### src/rtl/i2c_am_pkg.sv
package i2c_am_pkg;

    localparam int AW     = 7;
    localparam int BYTE_W = AW + 1;
    localparam int HI_W   = 2;
    localparam int PFX_W  = AW - HI_W;
    localparam int CNT_W  = $clog2(BYTE_W);
    localparam int SRC_W  = 3;
    localparam int MODE_W = 2;

    localparam logic [AW-1:0]    ADR_GCALL   = 7'b0000000;
    localparam logic [AW-1:0]    ADR_SMB_DEV = 7'b1100001;
    localparam logic [AW-1:0]    ADR_SMB_HST = 7'b0001000;
    localparam logic [AW-1:0]    ADR_SMB_ALR = 7'b0001100;
    localparam logic [PFX_W-1:0] TEN_PREFIX  = 5'b11110;

    localparam logic [MODE_W-1:0] MODE_SMB_DEV = 2'b01;
    localparam logic [MODE_W-1:0] MODE_SMB_HST = 2'b10;

    typedef enum logic [SRC_W-1:0] {
        SRC_NONE  = 3'd0,
        SRC_OWN1  = 3'd1,
        SRC_OWN2  = 3'd2,
        SRC_GCALL = 3'd3,
        SRC_DEV   = 3'd4,
        SRC_HOST  = 3'd5,
        SRC_ALERT = 3'd6
    } src_e;

    typedef enum logic [2:0] {
        ST_IDLE,
        ST_SHIFT,
        ST_DECIDE,
        ST_ACK,
        ST_ADDRESSED,
        ST_IGNORE
    } state_e;

endpackage

### src/rtl/i2c_am_line_events.sv
module i2c_am_line_events (
    input  logic clk,
    input  logic rst_n,
    input  logic scl_i,
    input  logic sda_i,
    output logic scl_rise_o,
    output logic scl_fall_o,
    output logic start_o,
    output logic stop_o
);

    logic scl_q;
    logic sda_q;

    // idle bus is high on both lines
    always_ff @(posedge clk or negedge rst_n) begin
        if (!rst_n) begin
            scl_q <= 1'b1;
            sda_q <= 1'b1;
        end else begin
            scl_q <= scl_i;
            sda_q <= sda_i;
        end
    end

    assign scl_rise_o = scl_i & ~scl_q;
    assign scl_fall_o = ~scl_i & scl_q;
    assign start_o    = scl_i & scl_q & sda_q & ~sda_i;
    assign stop_o     = scl_i & scl_q & ~sda_q & sda_i;

endmodule

### src/rtl/i2c_am_classify.sv
module i2c_am_classify
    import i2c_am_pkg::*;
(
    input  logic [AW-1:0]     addr_i,
    input  logic [AW-1:0]     own_i,
    input  logic [HI_W-1:0]   own_hi_i,
    input  logic [AW-1:0]     own2_i,
    input  logic              own2_en_i,
    input  logic              ten_bit_i,
    input  logic              gcall_en_i,
    input  logic [MODE_W-1:0] mode_i,
    input  logic              alert_en_i,
    output src_e              src_o
);

    logic [AW-1:0] own_cmp;
    logic          dev_mode;
    logic          host_mode;

    always_comb begin
        own_cmp   = ten_bit_i ? {TEN_PREFIX, own_hi_i} : own_i;
        dev_mode  = (mode_i == MODE_SMB_DEV);
        host_mode = (mode_i == MODE_SMB_HST);
    end

    // primary address first, then secondary, then the reserved set
    always_comb begin
        src_o = SRC_NONE;
        if (addr_i == own_cmp)
            src_o = SRC_OWN1;
        else if (!ten_bit_i && own2_en_i && addr_i == own2_i)
            src_o = SRC_OWN2;
        else if (gcall_en_i && addr_i == ADR_GCALL)
            src_o = SRC_GCALL;
        else if (dev_mode && addr_i == ADR_SMB_DEV)
            src_o = SRC_DEV;
        else if (host_mode && addr_i == ADR_SMB_HST)
            src_o = SRC_HOST;
        else if (host_mode && alert_en_i && addr_i == ADR_SMB_ALR)
            src_o = SRC_ALERT;
    end

endmodule

### src/rtl/i2c_am_fsm.sv
module i2c_am_fsm
    import i2c_am_pkg::*;
(
    input  logic          clk,
    input  logic          rst_n,
    input  logic          scl_rise_i,
    input  logic          scl_fall_i,
    input  logic          start_i,
    input  logic          stop_i,
    input  logic          sda_i,
    input  logic          clr_i,
    input  src_e          cand_i,
    output logic [AW-1:0] addr_o,
    output logic          ack_o,
    output logic          hit_o,
    output logic          dir_o,
    output src_e          src_o
);

    state_e              state_q;
    state_e              state_d;
    logic [CNT_W-1:0]    cnt_q;
    logic [BYTE_W-1:0]   shift_q;
    src_e                pend_q;
    src_e                src_q;
    logic                hit_q;
    logic                dir_q;
    logic                set_hit;

    localparam logic [CNT_W-1:0] LAST_BIT = CNT_W'(BYTE_W - 1);

    // next state
    always_comb begin
        state_d = state_q;
        if (stop_i) begin
            state_d = ST_IDLE;
        end else if (start_i) begin
            state_d = ST_SHIFT;
        end else begin
            unique case (state_q)
                ST_IDLE:      state_d = ST_IDLE;
                ST_SHIFT:     if (scl_rise_i && cnt_q == LAST_BIT) state_d = ST_DECIDE;
                ST_DECIDE:    if (scl_fall_i) state_d = (cand_i != SRC_NONE) ? ST_ACK : ST_IGNORE;
                ST_ACK:       if (scl_fall_i) state_d = ST_ADDRESSED;
                ST_ADDRESSED: state_d = ST_ADDRESSED;
                ST_IGNORE:    state_d = ST_IGNORE;
                default:      state_d = ST_IDLE;
            endcase
        end
    end

    // state register
    always_ff @(posedge clk or negedge rst_n) begin
        if (!rst_n) state_q <= ST_IDLE;
        else        state_q <= state_d;
    end

    // address shifter and bit counter
    always_ff @(posedge clk or negedge rst_n) begin
        if (!rst_n) begin
            cnt_q   <= '0;
            shift_q <= '0;
        end else if (start_i) begin
            cnt_q   <= '0;
        end else if (state_q == ST_SHIFT && scl_rise_i) begin
            shift_q <= {shift_q[BYTE_W-2:0], sda_i};
            cnt_q   <= cnt_q + 1'b1;
        end
    end

    // match source latched at the decision edge
    always_ff @(posedge clk or negedge rst_n) begin
        if (!rst_n)
            pend_q <= SRC_NONE;
        else if (state_q == ST_DECIDE && scl_fall_i)
            pend_q <= cand_i;
    end

    assign set_hit = (state_q == ST_ACK) && scl_fall_i && !stop_i && !start_i;

    // sticky flag with recorded direction and source
    always_ff @(posedge clk or negedge rst_n) begin
        if (!rst_n) begin
            hit_q <= 1'b0;
            dir_q <= 1'b0;
            src_q <= SRC_NONE;
        end else if (set_hit) begin
            hit_q <= 1'b1;
            dir_q <= shift_q[0];
            src_q <= pend_q;
        end else if (clr_i) begin
            hit_q <= 1'b0;
        end
    end

    // outputs
    always_comb begin
        ack_o  = (state_q == ST_ACK);
        addr_o = shift_q[BYTE_W-1:1];
        hit_o  = hit_q;
        dir_o  = dir_q;
        src_o  = src_q;
    end

    p_hit_sticky_r9: assert property (@(posedge clk) disable iff (!rst_n)
        hit_q && !clr_i |=> hit_q);

    p_clear_drops_r9: assert property (@(posedge clk) disable iff (!rst_n)
        clr_i && !set_hit |=> !hit_q);

    p_src_known_r9: assert property (@(posedge clk) disable iff (!rst_n)
        hit_q |-> src_q != SRC_NONE);

    p_stop_idle_r10: assert property (@(posedge clk) disable iff (!rst_n)
        stop_i |=> state_q == ST_IDLE);

endmodule

### src/rtl/i2c_addr_match.sv
module i2c_addr_match
    import i2c_am_pkg::*;
(
    input  logic              clk,
    input  logic              rst_n,
    input  logic              scl_i,
    input  logic              sda_i,
    input  logic [AW-1:0]     own_addr_i,
    input  logic [HI_W-1:0]   own_hi_i,
    input  logic [AW-1:0]     own2_addr_i,
    input  logic              own2_en_i,
    input  logic              ten_bit_i,
    input  logic              gcall_en_i,
    input  logic [MODE_W-1:0] smb_mode_i,
    input  logic              alert_en_i,
    input  logic              clr_hit_i,
    output logic              ack_drive_o,
    output logic              addr_hit_o,
    output logic              dir_o,
    output logic [SRC_W-1:0]  src_o
);

    logic          scl_rise;
    logic          scl_fall;
    logic          start_ev;
    logic          stop_ev;
    logic [AW-1:0] addr_w;
    src_e          cand_w;
    src_e          src_w;

    i2c_am_line_events u_events (
        .clk        (clk),
        .rst_n      (rst_n),
        .scl_i      (scl_i),
        .sda_i      (sda_i),
        .scl_rise_o (scl_rise),
        .scl_fall_o (scl_fall),
        .start_o    (start_ev),
        .stop_o     (stop_ev)
    );

    i2c_am_classify u_classify (
        .addr_i     (addr_w),
        .own_i      (own_addr_i),
        .own_hi_i   (own_hi_i),
        .own2_i     (own2_addr_i),
        .own2_en_i  (own2_en_i),
        .ten_bit_i  (ten_bit_i),
        .gcall_en_i (gcall_en_i),
        .mode_i     (smb_mode_i),
        .alert_en_i (alert_en_i),
        .src_o      (cand_w)
    );

    i2c_am_fsm u_fsm (
        .clk        (clk),
        .rst_n      (rst_n),
        .scl_rise_i (scl_rise),
        .scl_fall_i (scl_fall),
        .start_i    (start_ev),
        .stop_i     (stop_ev),
        .sda_i      (sda_i),
        .clr_i      (clr_hit_i),
        .cand_i     (cand_w),
        .addr_o     (addr_w),
        .ack_o      (ack_drive_o),
        .hit_o      (addr_hit_o),
        .dir_o      (dir_o),
        .src_o      (src_w)
    );

    assign src_o = src_w;

    p_ack_rise_scl_low_r1: assert property (@(posedge clk) disable iff (!rst_n)
        $rose(ack_drive_o) |-> !scl_i);

    p_ack_fall_scl_low_r1: assert property (@(posedge clk) disable iff (!rst_n)
        $fell(ack_drive_o) |-> !scl_i);

    p_ten_no_own2_r3: assert property (@(posedge clk) disable iff (!rst_n)
        ten_bit_i && $rose(addr_hit_o) |-> src_o != SRC_OWN2);

endmodule

### config.mk
export PLATFORM = sky130hd
export DESIGN_NAME = i2c_addr_match
export DESIGN_NICKNAME = d
export VERILOG_FILES = /design/src/rtl/i2c_am_pkg.sv /design/src/rtl/i2c_am_line_events.sv /design/src/rtl/i2c_am_classify.sv /design/src/rtl/i2c_am_fsm.sv /design/src/rtl/i2c_addr_match.sv
export SDC_FILE = /design/constraint.sdc
export NUM_CORES = 1
export LEC_CHECK = 0
export BUFFER_PORTS_ARGS = -buffer_cell sky130_fd_sc_hd__buf_4
export CELL_PAD_IN_SITES_DETAIL_PLACEMENT = 1
export CELL_PAD_IN_SITES_GLOBAL_PLACEMENT = 1
export CORE_MARGIN = 1.5
export CORE_UTILIZATION = 30
export CTS_CLUSTER_DIAMETER = 100
export DETAILED_ROUTE_END_ITERATION = 10
export PLACE_DENSITY_LB_ADDON = 0.1
export REMOVE_ABC_BUFFERS = 1
export SKIP_LAST_GASP = 1
export SLEW_MARGIN = 20
export SYNTH_ARGS = -nofsm -noshare
export SYNTH_HDL_FRONTEND = slang
export SYNTH_SLANG_ARGS = --single-unit
export TNS_END_PERCENT = 20
### constraint.sdc
create_clock -name clk -period 2.4 [get_ports clk]
set_clock_uncertainty 0.2 [all_clocks]
set_input_delay 0.48 -clock clk [delete_from_list [all_inputs] [get_ports clk]]
set_output_delay 0.48 -clock clk [all_outputs]
set_load 0.05 [all_outputs]
==> summary.md <==
| Metric | Value |
|---|---|
| Status | finished, final reports clean |
| Fillers | 531 |
| Slowest cell on the critical path | nor4_2 |
| Finished Layout Cells | 219 |
| Worst reg2reg setup slack | 0.33 ns |
| Clock Root Buffer | clkbuf_8 |
| Core area | 4690 sq um |
| Initial antenna violation count | 0 |
| Cell Count Post-Placement | 214 |
| Fin crit period | 2.07 ns |
| Max-slew violations | 0 |
| Number of setup violations in the final report | 0 |
| Synth top area share | 37.7% |
| Die W | 72.8 um |
| WL/cell | 15.6 um |
| Htree depth | 1 |
| Yosys reg bits | 24 |
| Met2 wire len | 1790 um |
| Final Net Count | 195 |
| Unrepaired setup endpoints after global routing | no |
| Final hold vios | 0 |
| Vias in the first global route | 1180 |
| Clock sinks | 24 |
| Cell Chain, Critical Path | nor4_2 > a22oi_1 > o21ai_0 > nor2b_1 > o2bb2ai_1 |
| Share of cells above drive strength 1 | 37.0% |
| Seq/Total Area, Yosys | 41.3% |
| RR Endpoint | u_fsm.state_q[2]$_DFFE_PN0P_ |
| Post-synth EDFFs | 0 |
| Gpl congestion | 0.808 |
| Fraction of registers with async set or reset after synthesis | 100% |
| Launch point of the worst hold path | sda_i |
| VDD IR max | 297 uV |
| WL final | 3420 um |
| Max-slew headroom | 69.7% |
| Post-Syn Area per Cell | 10.7 sq um |
| Worst setup path category | flop to flop |
| Leakage power | 0.837 nW |
| Max Fclk | 0.483 GHz |
| 1st-iter DRT viols | 43 |
| Met3 wire len | 92 um |
| DIE AREA | 5300 sq um |
| All-Layer GR Usage | 13.9% |
| DRC viols | 0 |
| Ant. Diodes | 0 |
| Main flop type after synthesis | dfrtp_1 |
| Post-CTS sizing | 0 |
| Post-DRT Antenna Nets | 0 |
| Grt ovf | 0 |
| Drt pass-1 iters | 4 |
| DP HPWL | 2710 um |
| # IOs | 33 |
| CTS tree | done |
| PD cells | 646 nW/um^2 |
| Final period utilization | 86.3% |
| Die height | 72.8 um |
| Largest net degree at the start of global routing | 25 |
| Worst Hold Path EP | u_events.sda_q$_DFF_PN1_ |
| DR top layer | met4 |
| CTS Buf Count | 3 |
| Worst Hold Class | input port to flop |
| Startpoint Class | flop |
| Cell variety after synth | 51 |
| First-pass GRT wire length | 5630 um |
| Max-cap violations | 0 |
| WP data required | 2.36 ns |
| Vias per cell | 5.20 |
| Worst Tran Pin Value | 0.451 ns |
| Synthesized area | 1460 sq um |
| Max incr delay on CP | 0.51 ns |
| Total power | 1.17 mW |
| M1 WL | 1510 um |
| FF-to-FF Start | u_fsm.shift_q[1]$_DFFE_PN0P_ |
| Top-count cell post-synth | dfrtp_1 |
| Vias | 1139 |
| Worst path arrival time | 2.03 ns |
| Ys Warns | 0 |
| CP max FO | 7 |
| CTS Buffer Depth | 2 |
| Post-Synthesis Cells | 137 |
| Worst-path clk slew | 0.08 ns |
| Setup crit end kind | flop |
| Starting Density | 31.1% |
| Site Rows | 25 |
| Skew-Pair Late Insertion Delay | 0.27 ns |
| Synth-to-layout area growth | 23.6% |
| Synth area leaders | dfrtp_1, mux2_2, xor2_1, dfstp_2, xnor2_1 |
| WHS Path Cells | 1 |
| Port bufs | 32 |
| Synth cell count leaders | dfrtp_1, mux2_2, xor2_1 |
| Reg2reg path depth | 5 |
| Area leader, netlist | dfrtp_1 |
## layer usage
layer	up-vias	GRT usage, %
met1	568	17.2
met3	4	3.45
met4	0	3.77
met2	14	24.0
li1	553	-
met5	-	0
## area by class of cell
cell class / instances / area, sq um / area share (%)
inverter: 4 / 15.0 / 0.831
multi-input combinational: 99 / 792 / 43.8
clock inverter: 1 / 30.0 / 1.66
tap: 54 / 67.6 / 3.74
timing repair buffer: 34 / 258 / 14.3
sequential: 24 / 603 / 33.4
clock buffer: 3 / 41.3 / 2.29
## critical path: cells and delay by family (launching register included)
| family | cells | cell delay (ns) |
|---|---|---|
| flops | 1 | 0.50 |
| compound gates | 3 | 0.66 |
| simple gates | 2 | 0.61 |
## layout by cell type (no fill, tap or decap), drive strengths merged, types with 2 or more instances in the layout
| cell type | netlist | routed |
|---|---|---|
| a22o | 2 | 2 |
| nor3 | 3 | 3 |
| nand4 | 2 | 2 |
| clkbuf | 3 | 3 |
| xor2 | 8 | 8 |
| a21oi | 4 | 4 |
| nand2 | 3 | 3 |
| and2 | 2 | 2 |
| dfstp | 2 | 2 |
| a31oi | 2 | 2 |
| nor4 | 4 | 4 |
| dfrtp | 22 | 22 |
| mux2 | 14 | 14 |
| nand3 | 2 | 2 |
| nor2 | 4 | 4 |
| a21o | 3 | 3 |
| o22ai | 2 | 2 |
| o211ai | 2 | 2 |
| nor2b | 7 | 7 |
| nor4b | 2 | 2 |
| xnor2 | 6 | 6 |
| a32oi | 2 | 2 |
| nand2b | 2 | 2 |
| o21a | 2 | 2 |
| o21ai | 4 | 4 |
| buf | 7 | 33 |
| ha | 2 | 2 |
| inv | 4 | 4 |
## cell families after synthesis
kind of cell / Yosys count / share of synthesized area [%]
and+or+nand+nor: 40 / 18.1
AOI/OAI and AO/OA: 28 / 14.1
DFF: 24 / 41.3
muxes: 15 / 11.5
xor gates and xnor gates: 14 / 8.39
buffers and inverters: 14 / 4.97
adders and majority gates: 2 / 1.71
## sequential cells by signal, summed over array words and instances (netlist names)
signal	count
u_fsm.state_q	3
u_fsm.cnt_q	3
u_fsm.src_o	3
u_fsm.pend_q	3
u_events.scl_q	1
u_fsm.dir_o	1
u_fsm.hit_o	1
u_events.sda_q	1
u_fsm.shift_q	8
## report_power, final
| part | internal [mW] | switching, mW | leakage (nW) |
|---|---|---|---|
| Combinational | 0.151 | 0.120 | 0.482 |
| Sequential | 0.461 | 0.0852 | 0.320 |
| Clock | 0.223 | 0.128 | 0.0357 |
## repair_timing
action | CTS | global route
hold endpoints to repair | 22 | 0
buffers inserted | 0 | 0
hold buffers | 1 | 0
## how the worst max path moves through the flow
stage                                              end  depth (start not counted)                          from
after floorplan                u_fsm.dir_o$_DFFE_PN0P_                          4  u_fsm.state_q[0]$_DFFE_PN0P_
after global placement     u_fsm.pend_q[2]$_DFFE_PN0P_                          6                 own_addr_i[5]
after detailed placement   u_fsm.pend_q[2]$_DFFE_PN0P_                          6                 own_addr_i[5]
after CTS                  u_fsm.pend_q[2]$_DFFE_PN0P_                          5  u_fsm.shift_q[6]$_DFFE_PN0P_
after global routing      u_fsm.state_q[2]$_DFFE_PN0P_                          5  u_fsm.shift_q[1]$_DFFE_PN0P_
final                     u_fsm.state_q[2]$_DFFE_PN0P_                          5  u_fsm.shift_q[1]$_DFFE_PN0P_
## metrics by stage
step	hold WS, ns	setup TNS, ns	util [%]	instance area (sq um)	worst slack, ns
after floorplan	-0.0156	-0.782	-	1400	-0.195
after global placement	0.190	0	36.8	1730	0.278
after detailed placement	0.197	0	36.8	1730	0.249
after CTS	0.133	0	38.5	1810	0.311
after global routing	0.120	0	38.5	1810	0.0936
final	0.149	0	38.5	1810	0.328
(Power assumes the default switching activity.)
